### src/rtl/rxdma_pkg.sv
package rxdma_pkg;
    localparam int unsigned OWN_B      = 31;
    localparam int unsigned LEN_LO     = 16;
    localparam int unsigned ES_B       = 15;
    localparam int unsigned FS_B       = 9;
    localparam int unsigned LS_B       = 8;
    localparam int unsigned CHAIN_B    = 14;
    localparam int unsigned EOR_B      = 15;
    localparam int unsigned WORD_BYTES = 4;
    localparam int unsigned DESC_WORDS = 4;
    localparam int unsigned DESC_BYTES = WORD_BYTES * DESC_WORDS;

    typedef enum logic [3:0] {
        ST_IDLE,
        ST_FETCH_OWN,
        ST_FETCH_CTL,
        ST_FETCH_BUF,
        ST_FETCH_NXT,
        ST_RECV,
        ST_WDATA,
        ST_PEEK,
        ST_WB,
        ST_DROP,
        ST_SUSPEND
    } dma_state_e;
endpackage

### src/rtl/rxdma_desc_cache.sv
module rxdma_desc_cache
    import rxdma_pkg::*;
#(
    parameter int unsigned ADDR_W = 32,
    parameter int unsigned SIZE_W = 12
) (
    input  logic              clk,
    input  logic              rst_n,
    input  logic              ld_ctl,
    input  logic              ld_buf,
    input  logic              ld_nxt,
    input  logic [31:0]       rdata,
    input  logic [ADDR_W-1:0] cur_addr,
    input  logic [ADDR_W-1:0] ring_base,
    output logic [SIZE_W-1:0] buf_size,
    output logic [ADDR_W-1:0] buf_addr,
    output logic [ADDR_W-1:0] next_addr
);
    localparam logic [ADDR_W-1:0] STEP = ADDR_W'(DESC_BYTES);

    logic              chain_q;
    logic              eor_q;
    logic [ADDR_W-1:0] link_q;
    logic              unused_bits;

    assign unused_bits = ^{rdata[31:16], rdata[13:SIZE_W]};

    always_ff @(posedge clk or negedge rst_n) begin
        if (!rst_n) begin
            buf_size <= '0;
            chain_q  <= 1'b0;
            eor_q    <= 1'b0;
            buf_addr <= '0;
            link_q   <= '0;
        end else begin
            if (ld_ctl) begin
                buf_size <= rdata[SIZE_W-1:0];
                chain_q  <= rdata[CHAIN_B];
                eor_q    <= rdata[EOR_B];
            end
            if (ld_buf) buf_addr <= rdata[ADDR_W-1:0];
            if (ld_nxt) link_q   <= rdata[ADDR_W-1:0];
        end
    end

    // End of ring overrides the chain pointer; unchained steps to the adjacent descriptor.
    always_comb begin
        if (eor_q)        next_addr = ring_base;
        else if (chain_q) next_addr = link_q;
        else              next_addr = cur_addr + STEP;
    end
endmodule

### src/rtl/rxdma_status_pack.sv
module rxdma_status_pack
    import rxdma_pkg::*;
#(
    parameter int unsigned FLEN_W = 14
) (
    input  logic              fs,
    input  logic              ls,
    input  logic              es,
    input  logic [FLEN_W-1:0] flen,
    output logic [31:0]       word
);
    always_comb begin
        word             = '0;
        word[FS_B]       = fs;
        word[LS_B]       = ls;
        word[ES_B]       = es;
        if (ls) word[LEN_LO +: FLEN_W] = flen;
    end
endmodule

### src/rtl/rxdma_ctrl.sv
module rxdma_ctrl
    import rxdma_pkg::*;
#(
    parameter int unsigned ADDR_W = 32,
    parameter int unsigned SIZE_W = 12,
    parameter int unsigned FLEN_W = 14
) (
    input  logic              clk,
    input  logic              rst_n,
    input  logic              poll,
    input  logic [ADDR_W-1:0] ring_base,
    input  logic              s_valid,
    input  logic [7:0]        s_data,
    input  logic              s_last,
    input  logic              s_err,
    output logic              s_ready,
    output logic              m_req,
    output logic              m_we,
    output logic [ADDR_W-1:0] m_addr,
    output logic [31:0]       m_wdata,
    output logic [3:0]        m_be,
    input  logic              m_ack,
    input  logic              own_bit,
    input  logic [SIZE_W-1:0] buf_size,
    input  logic [ADDR_W-1:0] buf_addr,
    input  logic [ADDR_W-1:0] next_addr,
    input  logic [31:0]       status_word,
    output logic              ld_ctl,
    output logic              ld_buf,
    output logic              ld_nxt,
    output logic [ADDR_W-1:0] cur_addr,
    output logic              st_fs,
    output logic              st_ls,
    output logic              st_es,
    output logic [FLEN_W-1:0] st_flen
);
    localparam logic [ADDR_W-1:0] OFS_CTL = ADDR_W'(1 * WORD_BYTES);
    localparam logic [ADDR_W-1:0] OFS_BUF = ADDR_W'(2 * WORD_BYTES);
    localparam logic [ADDR_W-1:0] OFS_NXT = ADDR_W'(3 * WORD_BYTES);

    dma_state_e        state, state_nx;
    logic [SIZE_W-1:0] cnt;
    logic              in_frame;
    logic [7:0]        lat_byte;
    logic              lat_last;
    logic              lat_err;
    logic              wb_drop;
    logic              buf_full;

    assign buf_full = (cnt == buf_size);

    // Next-state logic
    always_comb begin
        state_nx = state;
        unique case (state)
            ST_IDLE:      if (poll) state_nx = ST_FETCH_OWN;
            ST_SUSPEND:   if (poll) state_nx = ST_FETCH_OWN;
            ST_FETCH_OWN: if (m_ack) state_nx = own_bit ? ST_FETCH_CTL : ST_SUSPEND;
            ST_FETCH_CTL: if (m_ack) state_nx = ST_FETCH_BUF;
            ST_FETCH_BUF: if (m_ack) state_nx = ST_FETCH_NXT;
            ST_FETCH_NXT: if (m_ack) state_nx = ST_RECV;
            ST_RECV:      if (s_valid) state_nx = buf_full ? ST_PEEK : ST_WDATA;
            ST_WDATA:     if (m_ack) state_nx = lat_last ? ST_WB : ST_RECV;
            ST_PEEK:      if (m_ack) state_nx = ST_WB;
            ST_WB:        if (m_ack) state_nx = wb_drop ? ST_DROP : ST_FETCH_OWN;
            ST_DROP:      if (s_valid && s_last) state_nx = ST_FETCH_OWN;
            default:      state_nx = ST_IDLE;
        endcase
    end

    // State register
    always_ff @(posedge clk or negedge rst_n) begin
        if (!rst_n) state <= ST_IDLE;
        else        state <= state_nx;
    end

    // Datapath registers
    always_ff @(posedge clk or negedge rst_n) begin
        if (!rst_n) begin
            cur_addr <= '0;
            cnt      <= '0;
            in_frame <= 1'b0;
            lat_byte <= '0;
            lat_last <= 1'b0;
            lat_err  <= 1'b0;
            st_fs    <= 1'b0;
            st_ls    <= 1'b0;
            st_es    <= 1'b0;
            wb_drop  <= 1'b0;
            st_flen  <= '0;
        end else begin
            case (state)
                ST_IDLE: if (poll) cur_addr <= ring_base;
                ST_FETCH_OWN: if (m_ack && own_bit) begin
                    cnt   <= '0;
                    st_fs <= 1'b0;
                    st_ls <= 1'b0;
                    st_es <= 1'b0;
                end
                ST_RECV: if (s_valid && !buf_full) begin
                    lat_byte <= s_data;
                    lat_last <= s_last;
                    lat_err  <= s_err;
                    if (!in_frame) begin
                        in_frame <= 1'b1;
                        st_fs    <= 1'b1;
                        st_flen  <= '0;
                    end
                end
                ST_WDATA: if (m_ack) begin
                    cnt     <= cnt + 1'b1;
                    st_flen <= st_flen + 1'b1;
                    if (lat_last) begin
                        st_ls   <= 1'b1;
                        st_es   <= lat_err;
                        wb_drop <= 1'b0;
                    end
                end
                ST_PEEK: if (m_ack) begin
                    st_ls   <= !own_bit;
                    st_es   <= !own_bit;
                    wb_drop <= !own_bit;
                end
                ST_WB: if (m_ack) begin
                    cur_addr <= next_addr;
                    if (st_ls) in_frame <= 1'b0;
                end
                default: ;
            endcase
        end
    end

    // Outputs
    always_comb begin
        m_req   = 1'b0;
        m_we    = 1'b0;
        m_addr  = cur_addr;
        m_wdata = '0;
        m_be    = 4'hF;
        s_ready = 1'b0;
        unique case (state)
            ST_FETCH_OWN: m_req = 1'b1;
            ST_FETCH_CTL: begin m_req = 1'b1; m_addr = cur_addr + OFS_CTL; end
            ST_FETCH_BUF: begin m_req = 1'b1; m_addr = cur_addr + OFS_BUF; end
            ST_FETCH_NXT: begin m_req = 1'b1; m_addr = cur_addr + OFS_NXT; end
            ST_PEEK:      begin m_req = 1'b1; m_addr = next_addr; end
            ST_WDATA: begin
                m_req   = 1'b1;
                m_we    = 1'b1;
                m_addr  = buf_addr + ADDR_W'(cnt);
                m_wdata = {4{lat_byte}};
                m_be    = 4'b0001 << m_addr[1:0];
            end
            ST_WB: begin
                m_req   = 1'b1;
                m_we    = 1'b1;
                m_wdata = status_word;
            end
            ST_RECV:  s_ready = !buf_full;
            ST_DROP:  s_ready = 1'b1;
            default: ;
        endcase
    end

    assign ld_ctl = (state == ST_FETCH_CTL) && m_ack;
    assign ld_buf = (state == ST_FETCH_BUF) && m_ack;
    assign ld_nxt = (state == ST_FETCH_NXT) && m_ack;

    AST_IDLE_QUIET: assert property (@(posedge clk) disable iff (!rst_n)
        (state == ST_IDLE) |-> (!m_req && !s_ready));
    AST_SUSPEND_HOLD: assert property (@(posedge clk) disable iff (!rst_n)
        (state == ST_SUSPEND && !poll) |=> (state == ST_SUSPEND && !m_req && !s_ready));
    AST_NO_OVERFLOW: assert property (@(posedge clk) disable iff (!rst_n)
        (state == ST_WDATA) |-> (cnt < buf_size));
    AST_WB_OWN_CLEAR: assert property (@(posedge clk) disable iff (!rst_n)
        (m_req && m_we && m_be == 4'hF) |-> !m_wdata[OWN_B]);
    AST_DROP_MARKS: assert property (@(posedge clk) disable iff (!rst_n)
        (state == ST_WB && wb_drop) |-> (m_wdata[LS_B] && m_wdata[ES_B]));
    AST_REQ_HOLD: assert property (@(posedge clk) disable iff (!rst_n)
        (m_req && !m_ack) |=> (m_req && $stable(m_addr) && $stable(m_we)
                               && $stable(m_wdata) && $stable(m_be)));
endmodule

### src/rtl/rx_desc_dma.sv
module rx_desc_dma
    import rxdma_pkg::*;
#(
    parameter int unsigned ADDR_W = 32,
    parameter int unsigned SIZE_W = 12,
    parameter int unsigned FLEN_W = 14
) (
    input  logic              clk,
    input  logic              rst_n,
    input  logic [ADDR_W-1:0] ring_base,
    input  logic              poll,
    input  logic              rx_valid,
    input  logic [7:0]        rx_data,
    input  logic              rx_last,
    input  logic              rx_err,
    output logic              rx_ready,
    output logic              mem_req,
    output logic              mem_we,
    output logic [ADDR_W-1:0] mem_addr,
    output logic [31:0]       mem_wdata,
    output logic [3:0]        mem_be,
    input  logic              mem_ack,
    input  logic [31:0]       mem_rdata
);
    logic              ld_ctl, ld_buf, ld_nxt;
    logic [ADDR_W-1:0] cur_addr, buf_addr, next_addr;
    logic [SIZE_W-1:0] buf_size;
    logic              st_fs, st_ls, st_es;
    logic [FLEN_W-1:0] st_flen;
    logic [31:0]       status_word;

    rxdma_desc_cache #(.ADDR_W(ADDR_W), .SIZE_W(SIZE_W)) u_cache (
        .clk       (clk),
        .rst_n     (rst_n),
        .ld_ctl    (ld_ctl),
        .ld_buf    (ld_buf),
        .ld_nxt    (ld_nxt),
        .rdata     (mem_rdata),
        .cur_addr  (cur_addr),
        .ring_base (ring_base),
        .buf_size  (buf_size),
        .buf_addr  (buf_addr),
        .next_addr (next_addr)
    );

    rxdma_status_pack #(.FLEN_W(FLEN_W)) u_pack (
        .fs   (st_fs),
        .ls   (st_ls),
        .es   (st_es),
        .flen (st_flen),
        .word (status_word)
    );

    rxdma_ctrl #(.ADDR_W(ADDR_W), .SIZE_W(SIZE_W), .FLEN_W(FLEN_W)) u_ctrl (
        .clk         (clk),
        .rst_n       (rst_n),
        .poll        (poll),
        .ring_base   (ring_base),
        .s_valid     (rx_valid),
        .s_data      (rx_data),
        .s_last      (rx_last),
        .s_err       (rx_err),
        .s_ready     (rx_ready),
        .m_req       (mem_req),
        .m_we        (mem_we),
        .m_addr      (mem_addr),
        .m_wdata     (mem_wdata),
        .m_be        (mem_be),
        .m_ack       (mem_ack),
        .own_bit     (mem_rdata[OWN_B]),
        .buf_size    (buf_size),
        .buf_addr    (buf_addr),
        .next_addr   (next_addr),
        .status_word (status_word),
        .ld_ctl      (ld_ctl),
        .ld_buf      (ld_buf),
        .ld_nxt      (ld_nxt),
        .cur_addr    (cur_addr),
        .st_fs       (st_fs),
        .st_ls       (st_ls),
        .st_es       (st_es),
        .st_flen     (st_flen)
    );
endmodule

### config.mk
export PLATFORM = sky130hd
export DESIGN_NAME = rx_desc_dma
export DESIGN_NICKNAME = d
export VERILOG_FILES = /design/src/rtl/rxdma_pkg.sv /design/src/rtl/rxdma_desc_cache.sv /design/src/rtl/rxdma_status_pack.sv /design/src/rtl/rxdma_ctrl.sv /design/src/rtl/rx_desc_dma.sv
export SDC_FILE = /design/constraint.sdc
export NUM_CORES = 1
export LEC_CHECK = 0
export BUFFER_PORTS_ARGS = -buffer_cell sky130_fd_sc_hd__buf_2
export CAP_MARGIN = 30
export CORE_MARGIN = 5
export CORE_UTILIZATION = 64
export DETAILED_ROUTE_END_ITERATION = 7
export PLACE_DENSITY = 0.87
export SLEW_MARGIN = 20
export SYNTH_ARGS = -nofsm -noshare
export SYNTH_HDL_FRONTEND = slang
export SYNTH_HIERARCHICAL = 1
export SYNTH_SLANG_ARGS = --single-unit
### constraint.sdc
create_clock -name clk -period 5 [get_ports clk]
set_input_delay 0 -clock clk [delete_from_list [all_inputs] [get_ports clk]]
set_output_delay 0 -clock clk [all_outputs]
set_load 0.02 [all_outputs]
# Yosys cells after proc, flatten, opt, wreduce, memory -nomap -nowiden

Cells that the tools add are included.

Bits of input ports: 79
Flip-flop bits (word level): 155
Output and inout bits: 71

Add/sub/neg operators: 7
Shift operators: 1
Equality and inequality tests: 27
Multiplexer cells: 52
Reduce and logical (&&, ||, !) cells: 28

Operators by type and width:

| cell                                          | count |
|---|---|
| one-hot mux 32 bit (5 select lines)           | 1 |
| two-way mux 32 bit                            | 4 |
| one-hot mux 32 bit (2 select lines)           | 2 |
| adder 32 x 4 -> 32 bit, second input constant | 2 |
| two-way mux 14 bit                            | 4 |
| two-way mux 4 bit                             | 14 |
| one-hot mux 4 bit (10 select lines)           | 1 |
| adder 32 x 12 -> 32 bit                       | 1 |
| adder 32 x 3 -> 32 bit, second input constant | 1 |
| adder 32 x 5 -> 32 bit, second input constant | 1 |
| one-hot mux 14 bit (2 select lines)           | 1 |
| two-way mux 12 bit                            | 2 |
| one-hot mux 12 bit (2 select lines)           | 1 |
| != test 2 bit, second input constant          | 10 |
| == test 4 x 3 -> 1 bit, second input constant | 4 |
| two-way mux 1 bit                             | 16 |
| AND reduction 4 bit                           | 4 |
| adder 14 x 1 -> 14 bit, second input constant | 1 |
| adder 12 x 1 -> 12 bit, second input constant | 1 |
| == test 12 bit                                | 1 |
| == test 4 bit, second input constant          | 3 |
| != test 2 x 1 -> 1 bit, second input constant | 6 |
| nonzero test 2 bit                            | 6 |
| AND reduction 10 bit                          | 1 |
| other kinds (14)                              | 27 |

# Longest topological paths before layout

Depth in word-level cells: 5
Mapped depth: 12
Mapped depth without buffers: 11

# By module

Netlist, hierarchy kept.

By module, submodules not included:

| module            | times used | cells each | area each (sq um) |
|---|---|---|---|
| rxdma_ctrl        | 1          | 971        | 7,344.5 |
| rxdma_desc_cache  | 1          | 345        | 3,983.8 |
| rxdma_status_pack | 1          | 34         | 250.2 |

# Worst setup path before layout

No wires, ideal clock.

Path type: reg2out
Start point: reg u_ctrl.state[0]
End point: out mem_addr[25]
Arrival: 2.882 ns
Setup slack: 2.118 ns
Cell stages (with the launch flop): 12
Cell sequence: dfrtp_1 -> buf_6 -> clkbuf_1 -> buf_1 -> nor3_1 -> ha_1 -> a21oi_2 -> nor2_4 -> a22oi_1 -> nor3_1 -> a211o_1 -> or3_1

Longest elaborated chain between the ends: 2

RTL lines:

| item                                                                    | line              | RTL |
|---|---|---|
| start, declared                                                         | rxdma_ctrl.sv:41  | `dma_state_e state, state_nx;` |
| start signal, assigned                                                  | rxdma_ctrl.sv:74  | `else state <= state_nx;` |
| == test 4 x 3 -> 1 bit / == test 4 x 2 -> 1 bit (equally long branches) | rxdma_ctrl.sv:141 | `unique case (state)` |
| one-hot mux 32 bit (5 select lines) (*)                                 | rxdma_ctrl.sv:141 |  |
| end, declared                                                           | rx_desc_dma.sv:19 | `output logic [ADDR_W-1:0] mem_addr,` |

Every way passes the cells marked *; elsewhere a longest branch is shown, timed or not.

# Worst setup path in the final report

Start point: reg u_ctrl.state[3]
End point: out mem_addr[21]

The elaborated chain is that of the path after synthesis.

==> reports/metrics.yaml <==
status: "finished, violations left"
violations: "DRC"
rsz0062_at_grt: "no"
drive_above_1_share: 0.2221
synthDistinctLibCells: 92
vias_per_cell: 6.664
syn_to_final_growth_pct: 17.93
dr.pass1.iters: 8
synth_warnings: 6
crit_type: "register to primary output"
cts_buffer_depth: 2
p_int_mw: 4.221
grt-ovfl-total: 0
cts_buffers: 17
grt_pass1_wl_mm: 59.39
gp_congestion: 0.9994
skew_ns: 0.01212
wl_per_cell_um: 22.05
slew_headroom: 0.3392
swShare: 0.4897
cpLargestDelayFamily: "compound AO/OA/AOI/OAI gates"
clkTransAtPathRegs_ns: 0.06
antenna_found_initial: 0
netlist_instances: 1350
worstMarginPinSlew_ns: 0.9911
dp_cells: 1655
worstSetupEndpointType: "primary output"
hold_path.class: "input port to register"
path_max_fanout: 29
multi_input_area_mm2: 0.007141
die_h_um: 144.5
diodes: 0
synth_area_mm2: 0.01158
stdcell_count: 1764
pwr-share-comb: 0.524
drc: 1
fin_crit_sh: 0.7995
ant_nets: 0
finalSetupTns_ns: 0
num_rows: 49
cp_cell_sequence: "nand2b_1, nor3_1, ha_1, a21oi_2, nor2_4, a22oi_1, nor4b_1, a31oi_1, o211ai_1, or3_1, buf_2"
power_mw: 8.273
place_area_mm2: 0.01227
ios: 150
seqPwrFrac: 0.319
critPathLaunchType: "register"
holdWs_ns: 0.05453
core_area_mm2: 0.01790
root_buffer: "clkbuf_16"
ff_latch_area_mm2: 0.003879
p_switching_mw: 4.052
leakagePower_nw: 5.961
fillers: 1169
synth_edf_count: 0
ys_ff_latch: 155
grt_max_degree: 101
cts.sinks: 155
cellPowerDensity_mw_per_mm2: 605.9
final-hold-violation-count: 0
ys_seq_area_frac: 0.3350
die_w_um: 144.5
arrival_ns: 4.00
worst-path-buf-inv: 1
wl_mm: 38.89
grt_pass1_vias: 11064
pwr-share-clk: 0.158
clock_latency_ns: 0.44
fin_area_mm2: 0.01365
dieArea_mm2: 0.02088
synth_ff_type: "dfrtp_1"
fmax_mhz: 250.1
portBuffers: 149
cpMaxStageDelayCell: "dfrtp_1"
async_flop_share: 1.000
hpwl_mm: 25.74
worstPathRequired_ns: 5.00
via_count: 11756
track_usage: 0.3638
final_max_slew_viol_count: 0
drtIter0Drc: 1705
cts_tree: "yes"
layout_setup_ws_ns: 1.002
cp_slowest_stage_delay_ns: 0.97
dp_slack_ns: 1.635
fin_util: 0.7627
syn_avg_cell_area_um2: 8.577
period_needed_ns: 3.998
peakVddDrop_v: 0.0004531
h-tree-depth: 4
setup_viol: 0
start_util: 0.6468
cap_violations: 0
nets: 1620
cell usage after synthesis (all sizes together) (20+ instances only):
cell type  number  area [µm²]
nand3          49       255.3
mux2i          46       460.4
a21oi          86       434.2
nor2          119       454.2
clkbuf         45       168.9
o21ai          91       462.9
nand4          30       230.2
and2           20       137.6
mux2           88       991.0
xor2           47       411.6
buf            59       396.6
dfrtp         155        3879
inv            20       75.07
xnor2          39       341.6
nand2         184       698.2
nor3           38       226.5
cell usage in the layout, fill, tap and decap left out, drive strengths merged, types with 17 or more instances in the layout:
cell type / count
nand2: 184
inv: 24
xnor2: 39
clkbuf: 21
buf: 168
nand3: 49
dlygate4sd3: 75
nor3: 38
and2: 20
xor2: 47
a22oi: 18
nor2: 119
dfrtp: 155
o21ai: 91
ha: 17
nand4: 30
mux2i: 46
a21oi: 86
mux2: 88
logic make-up after synthesis:
kind of cell               Yosys count  synth area share
other                                1         0.0003239
buffers and inverters              124           0.05533
and+or+nand+nor                    523            0.2277
xor gates and xnor gates            86           0.06505
DFF                                155            0.3350
AOI/OAI and AO/OA                  308            0.1694
adders and majority gates           19           0.02183
muxes                              134            0.1254
worst register-to-register path, stage by stage (launching register included):
cell      delay (ns)
dfrtp_1         0.73
nand2b_1        0.39
nor2_1          0.23
and3_1          0.58
nor3b_2         0.80
nand3b_1        0.20
o21ai_0         0.10
registers in the layout, summed over array words and instances (netlist names), 4 cells and up:
register and flops:
u_cache/link_q 32, u_ctrl/cnt 12, u_ctrl/st_flen 14, u_ctrl/state 4
u_ctrl/lat_byte 8, u_cache/buf_size 12, u_ctrl/cur_addr 32, u_cache/buf_addr 32
layout make-up:
cell class / instances / area share
Multi-Input combinational cell: 1085 / 0.5230
Clock inverter: 11 / 0.009897
Inverter: 20 / 0.005498
Timing Repair Buffer: 243 / 0.1243
Sequential cell: 155 / 0.2841
Clock buffer: 21 / 0.03226
Tap cell: 229 / 0.02098
worst paths after layout:
path	slack (ns)	from	cells past startpoint	endpoint
max	1.00	u_ctrl/state[3]	11	mem_addr[21]
min	0.05	ring_base[29]	3	u_ctrl/cur_addr[29]
max reg2reg	1.84	u_ctrl/state[3]	6	u_ctrl/st_flen[0]
min reg2reg	0.51	u_ctrl/st_es	1	u_ctrl/st_es
max in group asynchronous	3.51	rst_n	4	u_ctrl/cur_addr[19]
min in group asynchronous	0.06	rst_n	2	u_ctrl/st_flen[6]
power groups by stage:
stage	registers (mW)	logic (mW)	clock network, mW
final	2.64	4.33	1.30
after floorplan	2.22	3.25	0
after detailed placement	2.62	4.02	0
after CTS	2.61	4.11	1.31
after global routing	2.71	4.61	1.36
after global placement	2.60	3.92	0
timing repair:
item,in CTS,in global routing
setup buffers,0,0
endpoints found under the setup margin,0,0
hold buffers,75,0
hold endpoints to repair,221,0
resized for setup,0,0
metal layers:
| layer | up-vias | track usage | routed length, µm |
|---|---|---|---|
| met2 | 876 | 0.5845 | 17770 |
| met4 | 0 | 0.1699 | 1963 |
| met3 | 206 | 0.09094 | 4770 |
| met5 | - | 0 | 0 |
| met1 | 5515 | 0.4631 | 14390 |
| li1 | 5159 | - | - |
Power figures use the tool's default switching activity.
